===== src/rtl/sreg_pkg.sv =====
package sreg_pkg;

    localparam int NREG = 8;
    localparam int AW   = $clog2(NREG);
    localparam int DW   = 12;
    localparam int FW   = 1 + AW + DW;
    localparam int HDR  = 1 + AW;

    localparam logic [NREG*DW-1:0] DEF_RESET = {
        12'h000, 12'h3F0, 12'h0A0, 12'h510,
        12'h180, 12'h030, 12'h1FF, 12'hC10
    };

    typedef struct packed {
        logic          rd;
        logic [AW-1:0] addr;
        logic [DW-1:0] data;
    } frame_t;

    typedef struct packed {
        logic          rd;
        logic [AW-1:0] addr;
    } hdr_t;

    typedef struct packed {
        logic          vld;
        logic [AW-1:0] addr;
        logic [DW-1:0] data;
    } wr_req_t;

    function automatic logic [NREG-1:0] addr_dec(input logic [AW-1:0] a);
        return NREG'(1) << a;
    endfunction

endpackage


===== src/rtl/sreg_sync.sv =====
module sreg_sync #(
    parameter int WIDTH  = 3,
    parameter int STAGES = 2
) (
    input  logic             clk,
    input  logic             rst,
    input  logic [WIDTH-1:0] d,
    output logic [WIDTH-1:0] q
);

    logic [WIDTH-1:0] stage [STAGES];

    generate
        for (genvar s = 0; s < STAGES; s++) begin : g_stage
            always_ff @(posedge clk) begin
                if (rst) begin
                    stage[s] <= '0;
                end else if (s == 0) begin
                    stage[s] <= d;
                end else begin
                    stage[s] <= stage[(s == 0) ? 0 : s-1];
                end
            end
        end
    endgenerate

    assign q = stage[STAGES-1];

endmodule


===== src/rtl/sreg_frame.sv =====
module sreg_frame
    import sreg_pkg::*;
(
    input  logic          clk,
    input  logic          rst,
    input  logic          cs_s,
    input  logic          sck_s,
    input  logic          sdi_s,
    input  logic [DW-1:0] rd_word,
    output logic [AW-1:0] rd_addr,
    output wr_req_t       wr_req,
    output logic          sdo
);

    localparam int CW = $clog2(FW + 2);
    localparam logic [CW-1:0] CNT_FULL = CW'(FW);
    localparam logic [CW-1:0] CNT_OVER = CW'(FW + 1);
    localparam logic [CW-1:0] CNT_HDR  = CW'(HDR);

    logic          cs_d, sck_d;
    logic          cs_rise, cs_fall, sck_rise, sck_fall;
    logic [CW-1:0] cnt;
    logic [FW-1:0] shreg;
    logic [DW-1:0] tx;
    logic          tx_act;
    frame_t        fr;
    hdr_t          hdr;

    assign cs_rise  = cs_s & ~cs_d;
    assign cs_fall  = ~cs_s & cs_d;
    assign sck_rise = cs_s & sck_s & ~sck_d;
    assign sck_fall = cs_s & ~sck_s & sck_d;

    assign fr      = frame_t'(shreg);
    assign hdr     = hdr_t'(shreg[HDR-1:0]);
    assign rd_addr = hdr.addr;

    always_ff @(posedge clk) begin
        if (rst) begin
            cs_d  <= 1'b0;
            sck_d <= 1'b0;
        end else begin
            cs_d  <= cs_s;
            sck_d <= sck_s;
        end
    end

    // receive side: bit counter and input shift register
    always_ff @(posedge clk) begin
        if (rst) begin
            cnt   <= '0;
            shreg <= '0;
        end else if (cs_rise) begin
            cnt   <= '0;
            shreg <= '0;
        end else if (sck_rise) begin
            if (cnt < CNT_FULL) begin
                shreg <= {shreg[FW-2:0], sdi_s};
                cnt   <= cnt + 1'b1;
            end else begin
                cnt   <= CNT_OVER;
            end
        end
    end

    // write request on frame close with exact length
    always_ff @(posedge clk) begin
        if (rst) begin
            wr_req <= '0;
        end else begin
            wr_req.vld  <= cs_fall && (cnt == CNT_FULL) && !fr.rd;
            wr_req.addr <= fr.addr;
            wr_req.data <= fr.data;
        end
    end

    // transmit side: load after the header, shift on falling edges
    always_ff @(posedge clk) begin
        if (rst) begin
            tx     <= '0;
            tx_act <= 1'b0;
        end else if (cs_rise || cs_fall) begin
            tx_act <= 1'b0;
            tx     <= '0;
        end else if (sck_fall) begin
            if (cnt == CNT_HDR && hdr.rd) begin
                tx     <= rd_word;
                tx_act <= 1'b1;
            end else if (tx_act && cnt > CNT_HDR && cnt < CNT_FULL) begin
                tx <= {tx[DW-2:0], 1'b0};
            end
        end
    end

    assign sdo = cs_s & tx_act & tx[DW-1];


    cnt_clear_chk: assert property (@(posedge clk) disable iff (rst)
        cs_rise |=> (cnt == '0));


    cnt_step_chk: assert property (@(posedge clk) disable iff (rst)
        (sck_rise && !cs_rise && cnt < CNT_FULL) |=> (cnt == $past(cnt) + 1'b1));


    tx_drop_chk: assert property (@(posedge clk) disable iff (rst)
        $fell(cs_s) |=> !tx_act);


    wr_after_close_chk: assert property (@(posedge clk) disable iff (rst)
        wr_req.vld |-> !cs_s);

endmodule


===== src/rtl/sreg_bank.sv =====
module sreg_bank
    import sreg_pkg::*;
#(
    parameter logic [NREG-1:0]    RD_EXT_MASK = 8'h80,
    parameter logic [NREG*DW-1:0] RST_VALS    = DEF_RESET
) (
    input  logic               clk,
    input  logic               rst,
    input  wr_req_t            wr_req,
    input  logic [AW-1:0]      rd_addr,
    input  logic [NREG*DW-1:0] rd_ext,
    output logic [DW-1:0]      rd_word,
    output logic [NREG-1:0]    wr_stb,
    output logic [DW-1:0]      wr_data,
    output logic [NREG*DW-1:0] cfg_q
);

    logic [DW-1:0] regs   [NREG];
    logic [DW-1:0] rd_src [NREG];

    assign wr_stb  = wr_req.vld ? addr_dec(wr_req.addr) : '0;
    assign wr_data = wr_req.data;

    generate
        for (genvar g = 0; g < NREG; g++) begin : g_reg
            always_ff @(posedge clk) begin
                if (rst) begin
                    regs[g] <= RST_VALS[g*DW +: DW];
                end else if (wr_stb[g]) begin
                    regs[g] <= wr_req.data;
                end
            end

            assign cfg_q[g*DW +: DW] = regs[g];

            if (RD_EXT_MASK[g]) begin : g_ext
                assign rd_src[g] = rd_ext[g*DW +: DW];
            end else begin : g_int
                logic unused_ext;
                assign unused_ext = ^rd_ext[g*DW +: DW];
                assign rd_src[g]  = regs[g];
            end
        end
    endgenerate

    assign rd_word = rd_src[rd_addr];


    stb_onehot_chk: assert property (@(posedge clk) disable iff (rst)
        $onehot0(wr_stb));


    reg_load_chk: assert property (@(posedge clk) disable iff (rst)
        wr_req.vld |=> (regs[$past(wr_req.addr)] == $past(wr_req.data)));


    reg_hold_chk: assert property (@(posedge clk) disable iff (rst)
        !wr_req.vld |=> $stable(cfg_q));

endmodule


===== src/rtl/ser_regport.sv =====
module ser_regport
    import sreg_pkg::*;
#(
    parameter int                 SYNC_STAGES = 2,
    parameter logic [NREG-1:0]    RD_EXT_MASK = 8'h80,
    parameter logic [NREG*DW-1:0] RST_VALS    = DEF_RESET
) (
    input  logic               clk,
    input  logic               rst,
    input  logic               frame_sel,
    input  logic               sclk_in,
    input  logic               sdi_in,
    output logic               sdo_out,
    input  logic [NREG*DW-1:0] rd_ext,
    output logic [NREG-1:0]    wr_stb,
    output logic [DW-1:0]      wr_data,
    output logic [NREG*DW-1:0] cfg_q
);

    logic [2:0]    pins_s;
    logic [AW-1:0] rd_addr;
    logic [DW-1:0] rd_word;
    wr_req_t       wr_req;

    sreg_sync #(.WIDTH(3), .STAGES(SYNC_STAGES)) u_sync (
        .clk (clk),
        .rst (rst),
        .d   ({frame_sel, sclk_in, sdi_in}),
        .q   (pins_s)
    );

    sreg_frame u_frame (
        .clk     (clk),
        .rst     (rst),
        .cs_s    (pins_s[2]),
        .sck_s   (pins_s[1]),
        .sdi_s   (pins_s[0]),
        .rd_word (rd_word),
        .rd_addr (rd_addr),
        .wr_req  (wr_req),
        .sdo     (sdo_out)
    );

    sreg_bank #(.RD_EXT_MASK(RD_EXT_MASK), .RST_VALS(RST_VALS)) u_bank (
        .clk     (clk),
        .rst     (rst),
        .wr_req  (wr_req),
        .rd_addr (rd_addr),
        .rd_ext  (rd_ext),
        .rd_word (rd_word),
        .wr_stb  (wr_stb),
        .wr_data (wr_data),
        .cfg_q   (cfg_q)
    );


    sdo_idle_chk: assert property (@(posedge clk) disable iff (rst)
        (!frame_sel && !pins_s[2]) |-> !sdo_out);

endmodule


===== config.mk =====
export PLATFORM = sky130hd
export DESIGN_NAME = ser_regport
export DESIGN_NICKNAME = d
export VERILOG_FILES = /design/src/rtl/sreg_pkg.sv /design/src/rtl/sreg_sync.sv /design/src/rtl/sreg_frame.sv /design/src/rtl/sreg_bank.sv /design/src/rtl/ser_regport.sv
export SDC_FILE = /design/constraint.sdc
export NUM_CORES = 1
export LEC_CHECK = 0
export CORE_ASPECT_RATIO = 0.5
export CORE_MARGIN = 2
export CORE_UTILIZATION = 40
export DETAILED_ROUTE_END_ITERATION = 8
export PLACE_DENSITY = 0.82
export SYNTH_ARGS = -nofsm -noshare
export SYNTH_HDL_FRONTEND = slang
export SYNTH_SLANG_ARGS = --single-unit
export TNS_END_PERCENT = 100

===== constraint.sdc =====
create_clock -name clk -period 4.2 [get_ports clk]
set_input_delay 1.05 -clock clk [delete_from_list [all_inputs] [get_ports clk]]
set_output_delay 1.05 -clock clk [all_outputs]
set_load 0.02 [all_outputs]

==> results of run 1 <==
sequential cells by signal, summed over array words and instances (netlist names):
signal and cells:
u_bank.regs 96, u_frame.fr 16, u_frame.wr_req 16, u_frame.tx 12, u_sync.stage 6, u_frame.cnt 5
u_frame.cs_d 1, u_frame.sck_d 1, u_frame.tx_act 1
cells in the final DEF (no fill, tap or decap), drive strengths merged, types with 9 or more instances in the layout:
cell | synthesis | final
a21oi | 30 | 30
a31oi | 10 | 10
and2 | 70 | 70
buf | 34 | 12
clkbuf | 13 | 28
clkdlybuf4s50 | 0 | 133
dfxtp | 58 | 58
edfxtp | 96 | 96
inv | 9 | 9
mux2i | 26 | 26
mux4 | 10 | 10
nand2 | 40 | 40
nand2b | 36 | 36
nor2 | 18 | 18
nor2b | 32 | 32
nor3 | 9 | 9
or2 | 9 | 9
per-stage QoR:
stage	util [%]	cells	setup slack, ns
after global placement	49.5	876	1.24
after detailed placement	49.5	876	1.16
after floorplan	-	551	1.76
after global routing	53.3	908	1.08
final	53.3	908	1.13
after CTS	53.3	908	1.16
kinds of logic (layout without fill, tap and decap cells):
logic type,after synthesis,count (layout),synth area share (%)
AOI/OAI and AO/OA,77,77,7.39
and+or+nand+nor,224,224,19.2
adders and majority gates,4,4,0.750
buffers and inverters,56,186,4.76
muxes,36,36,7.28
DFF,154,154,60.6
metal layers:
metal  GRT usage (%)  up-vias
met3            4.27       25
met2            33.8      202
met1            24.5     2275
li1                -     2162
met4            8.47        0
met5               0        -
power breakdown:
group / switching (W) / internal, W
Combinational: 0.0000837 / 0.0000640
Clock: 0.000578 / 0.000986
Sequential: 0.0000145 / 0.00163
Total: 0.000676 / 0.00268
path summary, 6_finish.rpt:
kind | startpoint | to
setup / recovery | u_frame.wr_req[14] | wr_stb[0]
hold / removal | u_sync.stage[1][0] | u_frame.fr[0]
setup reg to reg | u_frame.cnt[0] | u_frame.tx[10]
hold reg to reg | u_sync.stage[1][0] | u_frame.fr[0]
worst max-delay path, cell delays in order (launching register included):
cell             delay [ns]
dfxtp_1                0.32
nand2b_1               0.32
nor3_1                 0.30
clkdlybuf4s50_1        0.66
cell type report:
class                      instances  share of cell area (%)
tap                              227                    3.26
multi-input combinational        341                    26.5
timing repair buffer             145                    16.3
clock inverter                     4                   0.560
inverter                           9                   0.388
clock buffer                      28                    6.55
sequential                       154                    46.4
==> results.py, run 1 <==
metrics = {
    "synth": {
        "synth_top_area_share_pct": 43.2,
        "ys_top_cells_by_area": "edfxtp_1, dfxtp_1, and2_1",
        "synth-async-reset-ratio_pct": 0,
        "synth-main-ff-cell": "edfxtp_1",
        "avgSynthCellArea_um2": 12.1,
        "ys.warnings.count": 0,
        "synth.most_common_cell": "edfxtp_1",
        "synth-edff-count": 96,
        "synth_area_mm2": 0.00667,
        "yosys-top-cells-count": "edfxtp_1, and2_1, dfxtp_1",
        "seq_area_frac_synth_pct": 60.6,
        "synth_cells": 551,
        "synth_fp_nets": 656,
        "ys_types": 44,
        "ys_seq_elements": 154,
        "yosysTopAreaCell": "edfxtp_1",
    },
    "route": {
        "wl_met1_um": 7090,
        "dr_wl_met3_um": 1250,
        "drt_wl_total_um": 17200,
        "wl_per_cell_um": 19.0,
        "vias": 4664,
        "top_layer_used": "met4",
        "drc_errors": 0,
        "detail-route-antenna-nets": 0,
        "drt_iter0_markers": 401,
        "drt_first_pass_iters": 6,
        "routed-wl-met2_um": 8560,
        "vias_per_cell": 5.14,
    },
    "hold_path": {
        "hp-class": "reg2reg",
        "hold_depth": 2,
    },
    "sta": {
        "setup_tns_ns": 0,
        "finalSetupViolations": 0,
        "fin_skew_ns": 0.00716,
        "max-slew-margin-rel_pct": 48.0,
        "rsz0062_at_grt": "no",
        "maxSlewViolCount": 0,
        "fmax_mhz": 326,
        "tightest_slew_ns": 0.777,
        "final_hold_viol_count": 0,
        "fin_crit_ns": 3.07,
        "fin_hold_ws_ns": 0.442,
        "period_share_pct": 73.0,
    },
    "layout": {
        "layout-drive-gt1-share_pct": 9.84,
        "multi_input_area_mm2": 0.00231,
        "synthToLayoutAreaGrowth_pct": 30.6,
        "final-seq-area_mm2": 0.00405,
        "antenna_cells": 0,
        "num-fill-cells": 1327,
        "nets": 773,
        "final_area_mm2": 0.00871,
    },
    "worst_setup_path": {
        "cp.arrival_ns": 2.02,
        "worstSetupPathType": "reg2out",
        "worstPathMaxFanout": 8,
        "required_ns": 3.15,
        "reg2reg_depth": 7,
        "r2r_slack_ns": 2.00,
        "startpoint_type": "flip-flop",
        "cp-end-kind": "primary output",
    },
    "clock_network": {
        "numCtsBuffers": 17,
        "cts_tree": "done",
        "postCtsHoldBufs": 0,
        "htreeDepth": 4,
        "clk_pin_slew_worst_paths_ns": 0.06,
        "cts.sinks": 154,
        "cts_buffer_depth": 2,
        "cts_resized": 0,
        "cts_root_buffer": "clkbuf_16",
        "clk_latency_ns": 0.42,
        "cts_setup_buffers": 0,
    },
    "floorplan": {
        "start_util_pct": 40.8,
        "ios": 218,
        "rows": 33,
        "die_w_um": 187,
        "die_area_mm2": 0.0178,
        "core_mm2": 0.0164,
        "fp.dieH_um": 95.3,
    },
    "grt": {
        "grt_pass1_wl_um": 26200,
        "first_global_vias": 4665,
        "grt_max_degree": 37,
        "grt_remaining_overflow": 0,
        "grt_use_total_pct": 19.7,
        "antenna_found_initial": 0,
    },
    "placement": {
        "dpl.hpwl_um": 12000,
        "dpl_cell_area_mm2": 0.00809,
        "port_buffers": 133,
        "place.gp.congestion": 0.859,
    },
    "power_and_ir_drop": {
        "power_density_mw_per_mm2": 385,
        "peakVddDrop_uv": 284,
        "total_power_w": 0.00335,
        "p_leak_nw": 2.90,
    },
    "run_status": {
        "status": "completed",
    },
    "run": {
        "maxCapViolations": 0,
    },
}
Power figures use the tool's default switching activity.
==> inputs of run 2 (changes only) <==
==> constraint.sdc (replaced) <==
create_clock -name clk -period 2.95 [get_ports clk]
set_input_delay 0.7375 -clock clk [delete_from_list [all_inputs] [get_ports clk]]
set_output_delay 0.7375 -clock clk [all_outputs]
set_load 0.02 [all_outputs]
==> run 2 against run 1 <==
Clock-buffer cell count decreased by 11. Flip-flop and latch count did not move. Cell area shrank 0.83%. Clock power grew 28%. Total power grew 35%. Worst setup slack got worse by 0.91 ns. Critical path depth is the same. Combinational power grew 41%. Final cell count is 0.11% higher. Worst hold slack worse by 0.0018 ns. Via count increased by 0.90%. Clock skew grew 0.0037 ns. Critical path type unchanged. Largest power group unchanged.
==> results.py, run 2 (synthesized netlist as in run 1, its figures left out) <==
metrics = {
    "run_status": {
        "status": "completed",
    },
    "route": {
        "vias_per_cell": 5.18,
        "wl_per_cell_um": 18.7,
        "drt_iter0_markers": 393,
        "vias": 4706,
        "drt_wl_total_um": 17000,
        "drc_errors": 0,
        "detail-route-antenna-nets": 0,
        "drt_first_pass_iters": 4,
    },
    "hold_path": {
        "hp-class": "reg2reg",
    },
    "layout": {
        "final_cell_mix": "clkdlybuf4s50_1, edfxtp_1, and2_1",
        "final_common_cell": "clkdlybuf4s50_1",
        "antenna_cells": 0,
        "largest_reg_flops": 96,
        "nets": 774,
        "synthToLayoutAreaGrowth_pct": 29.5,
        "num-fill-cells": 1365,
        "layout-drive-gt1-share_pct": 10.4,
        "top_register": "u_bank.regs",
    },
    "placement": {
        "dp_slack_ns": 0.565,
        "port_buffers": 133,
        "dpl.hpwl_um": 12100,
        "place.gp.congestion": 0.843,
    },
    "power_and_ir_drop": {
        "p_leak_nw": 2.86,
        "power_density_mw_per_mm2": 525,
        "peakVddDrop_uv": 415,
    },
    "worst_setup_path": {
        "worstPathMaxFanout": 8,
        "startpoint_type": "flip-flop",
        "cp.arrival_ns": 1.99,
        "r2r_slack_ns": 0.81,
        "cp-end-kind": "primary output",
        "required_ns": 2.21,
        "worstSetupPathType": "reg2out",
    },
    "sta": {
        "setup_ws_ns": 0.225,
        "setup_tns_ns": 0,
        "maxSlewViolCount": 0,
        "fin_skew_ns": 0.0108,
        "tightest_slew_ns": 0.688,
        "rsz0062_at_grt": "no",
        "fin_crit_ns": 2.72,
        "final_hold_viol_count": 0,
        "period_share_pct": 92.4,
        "fmax_mhz": 367,
        "max-slew-margin-rel_pct": 53.9,
        "finalSetupViolations": 0,
    },
    "floorplan": {
        "die_w_um": 187,
        "core_mm2": 0.0164,
        "fp.dieH_um": 95.3,
        "rows": 33,
        "start_util_pct": 40.8,
        "die_area_mm2": 0.0178,
        "ios": 218,
    },
    "grt": {
        "grt_remaining_overflow": 0,
        "first_global_vias": 4466,
        "met1_usage_pct": 24.4,
        "grt_use_total_pct": 19.2,
        "antenna_found_initial": 0,
        "gr-max-usage-layer": "met2",
        "use_met3_pct": 3.90,
        "grtUsageMet2_pct": 32.7,
        "grt_max_degree": 36,
        "grt_pass1_wl_um": 25500,
    },
    "clock_network": {
        "htreeDepth": 4,
        "cts_buffer_depth": 2,
        "clk_pin_slew_worst_paths_ns": 0.06,
        "cts.sinks": 154,
        "cts_root_buffer": "clkbuf_16",
        "cts_resized": 0,
        "numCtsBuffers": 17,
        "cts_tree": "done",
        "clk_latency_ns": 0.43,
        "cts_setup_buffers": 0,
        "postCtsHoldBufs": 0,
    },
    "run": {
        "maxCapViolations": 0,
    },
}
## run 2: cell count changes in the layout (fill, tap and decap cells not counted), sizes merged
cell	delta
inv	+7
clkbuf	-11
clkinvlp	+3
clkinv	+2
buf	+1
bufinv	-1
## run 2: through the flow
stage          area, um2  hold slack, ns  power (W)  instances  util (%)
2_1_floorplan       6670           0.414    0.00248        551         -
3_3_place_gp        8100           0.421    0.00259        877      49.5
3_5_place_dp        8100           0.428    0.00259        877      49.5
4_1_cts             8640           0.443    0.00456        909      52.8
5_1_grt             8640           0.467    0.00467        909      52.8
6_report            8640           0.440    0.00454        909      52.8
## run 2: layout make-up
| class | instances | area (um2) | share of cell area (%) |
|---|---|---|---|
| Inverter | 9 | 33.8 | 0.391 |
| Tap cell | 227 | 284 | 3.29 |
| Clock buffer | 17 | 425 | 4.92 |
| Timing Repair Buffer | 146 | 1430 | 16.5 |
| Clock inverter | 15 | 114 | 1.32 |
| Sequential cell | 154 | 4050 | 46.8 |
| Multi-Input combinational cell | 341 | 2310 | 26.7 |
## run 2: routing by layer
metal / share of wire (%) / up-vias
met5: 0 / -
met4: 2.5 / 0
met3: 6.4 / 35
met2: 50 / 192
met1: 42 / 2309
li1: - / 2170
## run 2: worst paths after layout
kind,start,to,cells past startpoint
worst min register to register,u_sync.stage[0][0],u_sync.stage[1][0],1
worst max-delay path,u_frame.wr_req[14],wr_stb[0],3
worst max register to register,u_frame.cnt[0],u_frame.tx[2],7
worst min-delay path,u_sync.stage[0][0],u_sync.stage[1][0],1
## run 2: critical path: stages, from the launching register on
cell and delay (ns):
dfxtp_1 0.31, nand2b_1 0.30, nor3_1 0.30, clkdlybuf4s50_1 0.66
## run 2: where the power goes
| group | internal, W | switching (W) |
|---|---|---|
| Combinational | 0.0000913 | 0.000116 |
| Clock | 0.00109 | 0.000907 |
| Sequential | 0.00232 | 0.0000215 |
| Total | 0.00349 | 0.00104 |
